--- src/rtl/nand_colptr_pkg.sv ---
package nand_colptr_pkg;

    localparam int HALF_BYTES  = 256;
    localparam int SPARE_BYTES = 16;
    localparam int ADDR_CYCLES = 3;
    localparam int MAIN_BYTES  = 2 * HALF_BYTES;
    localparam int PAGE_BYTES  = MAIN_BYTES + SPARE_BYTES;
    localparam int COL_W       = $clog2(PAGE_BYTES);
    localparam int SPARE_W     = $clog2(SPARE_BYTES);
    localparam int ACNT_W      = $clog2(ADDR_CYCLES + 1);

    typedef logic [COL_W-1:0] col_t;

    typedef enum logic [1:0] {
        AREA_LOW   = 2'd0,
        AREA_HIGH  = 2'd1,
        AREA_SPARE = 2'd2
    } area_e;

    localparam logic [7:0] OP_LOW   = 8'h00;
    localparam logic [7:0] OP_HIGH  = 8'h01;
    localparam logic [7:0] OP_SPARE = 8'h50;

    function automatic col_t start_col(area_e a, logic [7:0] b, logic sdis);
        col_t c;
        case (a)
            AREA_HIGH:  c = col_t'(HALF_BYTES) + col_t'(b);
            AREA_SPARE: c = sdis ? col_t'(b)
                                 : col_t'(MAIN_BYTES) + col_t'(b[SPARE_W-1:0]);
            default:    c = col_t'(b);
        endcase
        return c;
    endfunction

    function automatic col_t last_col(logic sdis);
        return sdis ? col_t'(MAIN_BYTES - 1) : col_t'(PAGE_BYTES - 1);
    endfunction

endpackage

--- src/rtl/colptr_area.sv ---
module colptr_area
    import nand_colptr_pkg::*;
(
    input  logic       clk,
    input  logic       rst,
    input  logic       cmd_stb,
    input  logic [7:0] cmd_code,
    input  logic       spare_dis,
    input  logic       load,
    output area_e      area
);
    area_e area_q;

    always_ff @(posedge clk) begin
        if (rst) begin
            area_q <= AREA_LOW;
        end else if (cmd_stb) begin
            case (cmd_code)
                OP_LOW:   area_q <= AREA_LOW;
                OP_HIGH:  area_q <= AREA_HIGH;
                OP_SPARE: if (!spare_dis) area_q <= AREA_SPARE;
                default:  area_q <= area_q;
            endcase
        end else if (load && area_q == AREA_HIGH) begin
            area_q <= AREA_LOW;
        end
    end

    assign area = area_q;

    // second-half mode is consumed by one load
    a_r4_high_reverts: assert property (@(posedge clk) disable iff (rst)
        (load && !cmd_stb && area_q == AREA_HIGH) |=> area_q == AREA_LOW);

    // spare select refused while spare is disabled
    a_r6_spare_refused: assert property (@(posedge clk) disable iff (rst)
        (cmd_stb && cmd_code == OP_SPARE && spare_dis) |=> area_q == $past(area_q));

    // undefined codes leave the area alone
    a_r12_undef_keeps: assert property (@(posedge clk) disable iff (rst)
        (cmd_stb && cmd_code != OP_LOW && cmd_code != OP_HIGH && cmd_code != OP_SPARE)
        |=> area_q == $past(area_q));
endmodule

--- src/rtl/colptr_acycle.sv ---
module colptr_acycle
    import nand_colptr_pkg::*;
(
    input  logic clk,
    input  logic rst,
    input  logic cmd_stb,
    input  logic addr_stb,
    output logic load
);
    logic [ACNT_W-1:0] cnt_q;

    always_ff @(posedge clk) begin
        if (rst || cmd_stb) begin
            cnt_q <= '0;
        end else if (addr_stb && cnt_q != ACNT_W'(ADDR_CYCLES)) begin
            cnt_q <= cnt_q + 1'b1;
        end
    end

    assign load = addr_stb && !cmd_stb && (cnt_q == '0);

    // a load is never followed directly by a second load
    a_r7_single_load: assert property (@(posedge clk) disable iff (rst)
        load |=> !load);
endmodule

--- src/rtl/colptr_counter.sv ---
module colptr_counter
    import nand_colptr_pkg::*;
(
    input  logic clk,
    input  logic rst,
    input  logic load,
    input  col_t load_col,
    input  logic step,
    input  col_t limit,
    output col_t col,
    output logic eop
);
    col_t col_q;
    logic eop_q;

    always_ff @(posedge clk) begin
        if (rst) begin
            col_q <= '0;
            eop_q <= 1'b0;
        end else if (load) begin
            col_q <= load_col;
            eop_q <= 1'b0;
        end else if (step && !eop_q) begin
            if (col_q >= limit) begin
                eop_q <= 1'b1;
            end else begin
                col_q <= col_q + 1'b1;
            end
        end
    end

    assign col = col_q;
    assign eop = eop_q;

    // a step below the bound advances by exactly one
    a_r8_step_one: assert property (@(posedge clk) disable iff (rst)
        (step && !load && !eop_q && col_q < limit) |=> col_q == $past(col_q) + 1'b1);

    // the end flag freezes the column until a load
    a_r10_eop_hold: assert property (@(posedge clk) disable iff (rst)
        (eop_q && !load) |=> $stable(col_q) && eop_q);

    // column never leaves the page
    a_r10_in_page: assert property (@(posedge clk) disable iff (rst)
        col_q <= col_t'(PAGE_BYTES - 1));
endmodule

--- src/rtl/nand_colptr.sv ---
module nand_colptr
    import nand_colptr_pkg::*;
(
    input  logic                       clk,
    input  logic                       rst,
    input  logic                       cmd_stb,
    input  logic                       addr_stb,
    input  logic                       rd_stb,
    input  logic                       din_stb,
    input  logic [7:0]                 io_byte,
    input  logic                       spare_dis,
    output logic [COL_W-1:0]           col_idx,
    output logic                       page_end
);
    area_e area;
    logic  load;
    logic  step;
    col_t  col;

    colptr_area u_area (
        .clk      (clk),
        .rst      (rst),
        .cmd_stb  (cmd_stb),
        .cmd_code (io_byte),
        .spare_dis(spare_dis),
        .load     (load),
        .area     (area)
    );

    colptr_acycle u_acycle (
        .clk     (clk),
        .rst     (rst),
        .cmd_stb (cmd_stb),
        .addr_stb(addr_stb),
        .load    (load)
    );

    assign step = (rd_stb || din_stb) && !cmd_stb && !addr_stb;

    colptr_counter u_counter (
        .clk     (clk),
        .rst     (rst),
        .load    (load),
        .load_col(start_col(area, io_byte, spare_dis)),
        .step    (step),
        .limit   (last_col(spare_dis)),
        .col     (col),
        .eop     (page_end)
    );

    assign col_idx = col;

    // with spare disabled a step never reaches the spare columns
    a_r11_no_spare_step: assert property (@(posedge clk) disable iff (rst)
        (spare_dis && step && !load && col <= col_t'(MAIN_BYTES - 1))
        |=> col_idx <= col_t'(MAIN_BYTES - 1));
endmodule

--- config.mk ---
export PLATFORM = sky130hd
export DESIGN_NAME = nand_colptr
export DESIGN_NICKNAME = d
export VERILOG_FILES = /design/src/rtl/nand_colptr_pkg.sv /design/src/rtl/colptr_area.sv /design/src/rtl/colptr_acycle.sv /design/src/rtl/colptr_counter.sv /design/src/rtl/nand_colptr.sv
export SDC_FILE = /design/constraint.sdc
export NUM_CORES = 1
export LEC_CHECK = 0
export CELL_PAD_IN_SITES_DETAIL_PLACEMENT = 1
export CELL_PAD_IN_SITES_GLOBAL_PLACEMENT = 1
export CORE_ASPECT_RATIO = 1.2
export CORE_UTILIZATION = 37
export DETAILED_ROUTE_END_ITERATION = 10
export PLACE_DENSITY = 0.84
export REMOVE_ABC_BUFFERS = 1
export SLEW_MARGIN = 20
export SYNTH_ARGS = -nofsm -noshare
export SYNTH_HDL_FRONTEND = slang
export SYNTH_SLANG_ARGS = --single-unit
--- constraint.sdc ---
create_clock -name clk -period 2.2 [get_ports clk]
set_input_delay 0.44 -clock clk [delete_from_list [all_inputs] [get_ports clk]]
set_output_delay 0.44 -clock clk [all_outputs]
set_load 0.03 [all_outputs]
Word level (Yosys, flattened, before mapping):

Cells that the tools add are included.

* $add $sub $neg: 4
* multipliers: 0
* divide/modulo/power cells: 0
* $lt $le $gt $ge: 1
* equal/unequal tests: 8
* shifts and indexed selects: 0
* mux-type cells: 10
* bitwise operators: 0
* reductions and logical operators: 20

Operators with widths (number)
* two-way mux 10 bit: 5
* case mux 10 bit (2 select lines): 1
* adder 10 x 1 -> 10 bit (second input constant): 1
* adder 10 x 4 -> 10 bit (first input constant): 1
* adder 9 x 8 -> 10 bit (first input constant): 1
* >= comparator 10 bit: 1
* == test 8 x 1 -> 1 bit (second input constant): 1
* == test 8 x 7 -> 1 bit (second input constant): 1
* zero test 8 bit: 1
* logical AND 1 bit: 7
* two-way mux 2 bit: 3
* case mux 2 bit (3 select lines): 1
* inequality test 2 bit (second input constant): 2
* inequality test 4 x 1 -> 1 bit (second input constant): 1
* AND reduction 2 bit: 2
* nonzero test 2 bit: 2
* zero test 1 bit: 3
* inequality test 3 bit (second input constant): 1
* AND reduction 3 bit: 1
* adder 2 x 1 -> 2 bit (second input constant): 1
* == test 2 x 1 -> 1 bit (second input constant): 1
* == test 2 bit (second input constant): 1
* zero test 2 bit: 1
* logical OR 1 bit: 2
* OR reduction 2 bit: 1

* bits in registers: 15
* bits in latches: 0
* RAM bits: 0
* memory bits (read-only): 0
* bits of input ports: 15
* output and inout port bits: 11
* logic and storage cells: 47
* memories kept: 0

Longest topological paths before layout:

* word-level depth: 6
* gate-level depth with buffers: 8
* gate-level depth less buffers: 7

Cells and area by module:

A second synthesis with hierarchy kept.

* cells, all modules: 167
* area total of the unflattened synthesis: 1346.3 µm²

By module, submodules not included
* colptr_counter: instances 1, cells each 123, area an instance 955.9 µm², seq. area each 220.2 µm²
* colptr_area: instances 1, cells each 16, area an instance 162.7 µm², seq. area each 40.0 µm²
* colptr_acycle: instances 1, cells each 13, area an instance 122.6 µm², seq. area each 40.0 µm²
* nand_colptr: instances 1, cells each 15, area an instance 105.1 µm², seq. area each 0.0 µm²

Worst setup path after synthesis:

Ideal clock, no wire load.

* path kind: reg2reg
* start point: register u_counter.col_q[5], in the netlist u_counter.col[5]
* end point: register u_counter.col_q[9], in the netlist u_counter.col[9]
* library setup time: 0.131 ns
* arrival time: 1.985 ns
* data required time: 2.069 ns
* setup slack: 0.084 ns
* cell stages (with the launch flop): 7
* path buffers: 0
* clock period less this slack: 2.116 ns
* path through: dfxtp_1 > ha_1 > a21o_1 > a31o_4 > a2111oi_4 > o41a_2 > o22ai_1

* longest elaborated chain between the ends: 4
* elaborated cells between the ends (all ways): 7
* classes of those cells: 1 x add/sub; 1 x order compare; 1 x eq/ne; 3 x mux; 1 x reduce/logical

Ends and longest elaborated chain
* start, declared: line colptr_counter.sv:13 `col_t col_q;`
* start signal, assigned: line colptr_counter.sv:21 `col_q <= load_col;`
* start signal, assigned: line colptr_counter.sv:27 `col_q <= col_q + 1'b1;`
* adder 10 x 1 -> 10 bit: line colptr_counter.sv:27
* two-way mux 10 bit: line colptr_counter.sv:24 `if (col_q >= limit) begin`
* two-way mux 10 bit: line colptr_counter.sv:23 `end else if (step && !eop_q) begin`
* two-way mux 10 bit: line colptr_counter.sv:20 `end else if (load) begin`

Parallel ways exist; a longest one is shown, timed or not. The select of a mux whose other input is x is not followed.
A chain may end at the register's enable or synchronous reset.

Worst setup path in the final report:

* start point: input spare_dis
* end point: register u_counter.col_q[0], in the netlist u_counter.col[0]

* longest elaborated chain between the ends: 4
* elaborated cells between the ends (all ways): 7
* classes of those cells: 1 x order compare; 1 x eq/ne; 4 x mux; 1 x reduce/logical

Ends and longest elaborated chain
* start, declared: line nand_colptr.sv:11 `input logic spare_dis,`
* two-way mux 10 bit: line nand_colptr_pkg.sv:36 `return sdis ? col_t'(MAIN_BYTES - 1) : col_t'(PAGE_BYTES - 1);`
* >= comparator 10 bit: line colptr_counter.sv:24
* inequality test 2 bit (no line)
* AND reduction 2 bit (no line)

Parallel ways exist; a longest one is shown, timed or not.

==> metrics.md <==
| Metric | Value |
|---|---|
| Tot GR Track Use | 0.2546 |
| Routed vias | 1315 |
| Clock-pin slew on the worst setup and hold paths | 0.10 ns |
| Post-synthesis sequential area ratio | 0.2567 |
| Total gr overflow | 0 |
| Avg Cell Area, Syn | about 8.6 sq um |
| Fill count | between 300 and 400 |
| Worst skew pair latency | 0.29 ns |
| Critical path type | primary input to register |
| Startpoint Class | primary input |
| Finished Layout Cells | 217 |
| Post-synth cell types | 47 |
| Hold buffer count at CTS | 0 |
| Crit path from | spare_dis |
| Final Cycle Share | 0.9569 |
| WP data arrival | 2.30 ns |
| Htree depth | 1 |
| Synth warnings | 0 |
| # diodes | 0 |
| # IOs | 26 |
| Max cap viols | 0 |
| Hpwl dp | about 3100 um |
| # placed instances | 212 |
| First drt pass iteration count | 4 |
| Flops & latches, synth | 15 |
| Clk sink count | 15 |
| Area leader, netlist | dfxtp_1 |
| Ordered list of cells on the worst path | dlygate4sd2_1, inv_2, buf_4, ha_1, and4_2, buf_4, a21oi_4, a211oi_1, a2111oi_2 |
| Layout Skew | 0.009010 ns |
| Post-DR wirelength/cell | 17.50 um |
| Relative max-transition margin | 0.6841 |
| Reg2Reg Setup Slack | about 0.20 ns |
| EDFF count, synth | 0 |
| CP endpoint kind | register |
| CTS buffer count | 3 |
| Largest net degree at the start of global routing | 12 |
| Reg-to-Reg Start | u_counter.col[0] |
| Fin Hold WS | 0.5045 ns |
| Ratio of cells with drive above 1 in the final layout | 0.2320 |
| Final setup vio count | 0 |
| CTS tree | done |
| Die Ht | 63.60 um |
| Met1 Usage GRT | 0.2642 |
| Outcome | complete, no violations |
| Min-delay worst type | register to register |
| Critical path's largest stage delay | 0.35 ns |
| Final Hold Fails | 0 |
| Data required time of the worst path | 2.39 ns |
| Slew Viols, Final | 0 |
| CP bufs+invs | 4 |
| Switching power total | 227.1 uW |
| Initial Utilization | 0.3864 |
| CP delay by family, top | compound AO/OA/AOI/OAI gates |
| DRT iter0 DRCs | 33 |
| Synth top area cells | dfxtp_1 26%, ha_1 12%, a21oi_1 4.7% |
| Initial antenna violation count | 0 |
| GRT Max-Usage Layer | met2 |
| Mapped Area | 1170 sq um |
| Yosys top cell area share | 0.2567 |
| Final #Nets | approximately 210 |
| Vias per cell | 6.060 |
| Final WL | around 3800 um |
| Die area | 3392 sq um |
| Power Density | 418.9 nW/um^2 |
| Switching share of power | 0.3324 |
| M3 GR Usage | 0.03865 |
| Row count | 22 |
| Worst vdd rail ir drop | 0.2930 mV |
| Slew of the pin with the lowest slew margin | 0.4738 ns |
| Vias in the first global route | 1430 |
| Reg power frac | 0.443 |
| Worst setup path end | u_counter.col[0] |
| Most used DFF post-synth | dfxtp_1 |
| F_max | ~0.47 GHz |
| Worst path most repeated cell | buf_4 |
| IO buf count | 25 |
| Clock buffer depth | 2 |
| Critical R2R Capture | u_counter.col[9] |
| Static Leakage | between 0.0006 and 0.0007 uW |
| Clock group share of total power | 0.238 |
| Final min period | 2.105 ns |
| Area delta synth->final | 39.46% |
| Die Width | 53.33 um |
| GRT met2 Usage | 0.4797 |
| Reg2reg path depth | 6 |
| First-pass GRT wire length | 6403 um |
| Fin Setup TNS | 0 ns |
| Cells after synthesis | around 140 |
| Core ar. | between 3000 and 4000 sq um |
| Crit-path slowest cell | a2111oi_2 |
| Unrepaired setup endpoints after global routing | no |
| Antenna-violating nets left | 0 |
| Post-synth ARST share | 0 |
| Post-route DRC | 0 |
| Int Pwr | 456.2 uW |
| GP Congestion | around 0.85 |
| Comb power frac | 0.319 |
| Clock Root Buffer | clkbuf_4 |
| Maximum fanout along the worst path | 5 |
| Critical Path Stages | 9 |
[power by group through the flow]
stage          clock [uW]  sequential, uW  combinational, uW
5_1_grt               175             305                234
2_1_floorplan           0             331               77.2
3_3_place_gp            0             308                205
4_1_cts               165             303                218
3_5_place_dp            0             310                216
6_report              163             303                218
[cell families (layout without fill, tap and decap cells)]
group | count (synthesis) | after routing | synth area share
AOI/OAI and AO/OA | 43 | 43 | 0.3134
xor gates and xnor gates | 1 | 1 | 0.007488
adders and majority gates | 11 | 11 | 0.1176
buffers and inverters | 12 | 57 | 0.04492
DFF | 15 | 15 | 0.2567
and+or+nand+nor | 54 | 54 | 0.2599
[layout make-up]
cell class                      instances  area [sq um]  area share
Sequential cell                        15         300.3      0.1840
Clock inverter                          1         5.005    0.003067
Inverter                                7         26.28     0.01610
Timing Repair Buffer                   46         406.6      0.2492
Multi-Input combinational cell        109         825.8      0.5061
Clock buffer                            3         22.52     0.01380
Tap cell                               36         45.04     0.02761
[worst min-delay path by stage]
stage                   startpoint             end  depth (start not counted)  slack [ns]
floorplan           u_area.area[1]  u_area.area[1]                          2        0.46
global placement    u_area.area[1]  u_area.area[1]                          2        0.48
detailed placement  u_area.area[1]  u_area.area[1]                          2        0.49
CTS                 u_area.area[1]  u_area.area[1]                          2        0.51
global route        u_area.area[1]  u_area.area[1]                          2        0.52
finish              u_area.area[1]  u_area.area[1]                          2        0.50
[layer usage]
| metal | vias to the layer above | part of all wire |
|---|---|---|
| li1 | 619 | - |
| met1 | 637 | 0.39 |
| met2 | 45 | 0.55 |
| met3 | 14 | 0.033 |
| met4 | 0 | 0.028 |
| met5 | - | 0 |
[synthesized netlist by cell type (2+ instances only)]
cell	instances
o31ai_1	4
inv_1	7
nand2_1	10
clkbuf_1	4
a21oi_1	11
nor2_1	8
nand3_1	6
dfxtp_1	15
nor3_1	7
ha_1	11
nand4_1	3
a211oi_1	5
nand3b_1	2
a21o_1	2
and4_2	2
a211o_1	2
a41o_1	2
a31oi_1	3
nor4_1	4
[worst register-to-register path, cell delays in order, from the launching register on]
cell and delay [ns]:
dfxtp_1 0.40, ha_1 0.26, and3_4 0.21, a31o_4 0.27
a2111oi_4 0.44, o41a_2 0.23, o22ai_1 0.07
[what timing repair did]
item / in CTS / in global routing
setup buffers: 1 / 0
gates resized for setup: 3 / 1
pin swaps: 2 / 0
setup endpoints to repair: 11 / 1
[through the flow]
stage          utilization  instance area, sq um  setup slack (ns)  power [uW]
6_report            0.5388                  1632           0.09473       683.4
5_1_grt             0.5388                  1632           0.01337       714.1
4_1_cts             0.5384                  1630           0.09032       685.3
3_5_place_dp        0.5248                  1589           -0.5353       525.6
3_3_place_gp        0.5248                  1589           -0.4192       513.1
2_1_floorplan            -                  1144           0.09482       407.8
[layout by cell type (no fill, tap or decap), types with 2 or more instances in the layout]
master / netlist / layout
nand4_1: 3 / 3
ha_1: 11 / 11
and4_2: 2 / 2
a211o_1: 2 / 2
a211oi_1: 5 / 5
clkdlybuf4s50_1: 0 / 24
nor2_1: 8 / 8
a31oi_1: 3 / 3
a41o_1: 2 / 2
nand3b_1: 2 / 2
nand3_1: 6 / 6
nand2_1: 10 / 10
clkbuf_4: 0 / 3
nor4_1: 4 / 4
nor3_1: 7 / 7
inv_1: 7 / 6
dfxtp_1: 15 / 15
a21oi_1: 11 / 11
o31ai_1: 4 / 4
buf_4: 0 / 21
[sequential cells by signal, indices dropped and copies added (netlist names)]
signal,cells
u_counter.eop,1
u_counter.col,10
u_acycle.cnt_q,2
u_area.area,2
Note: power is estimated with default switching activity, not from simulation.
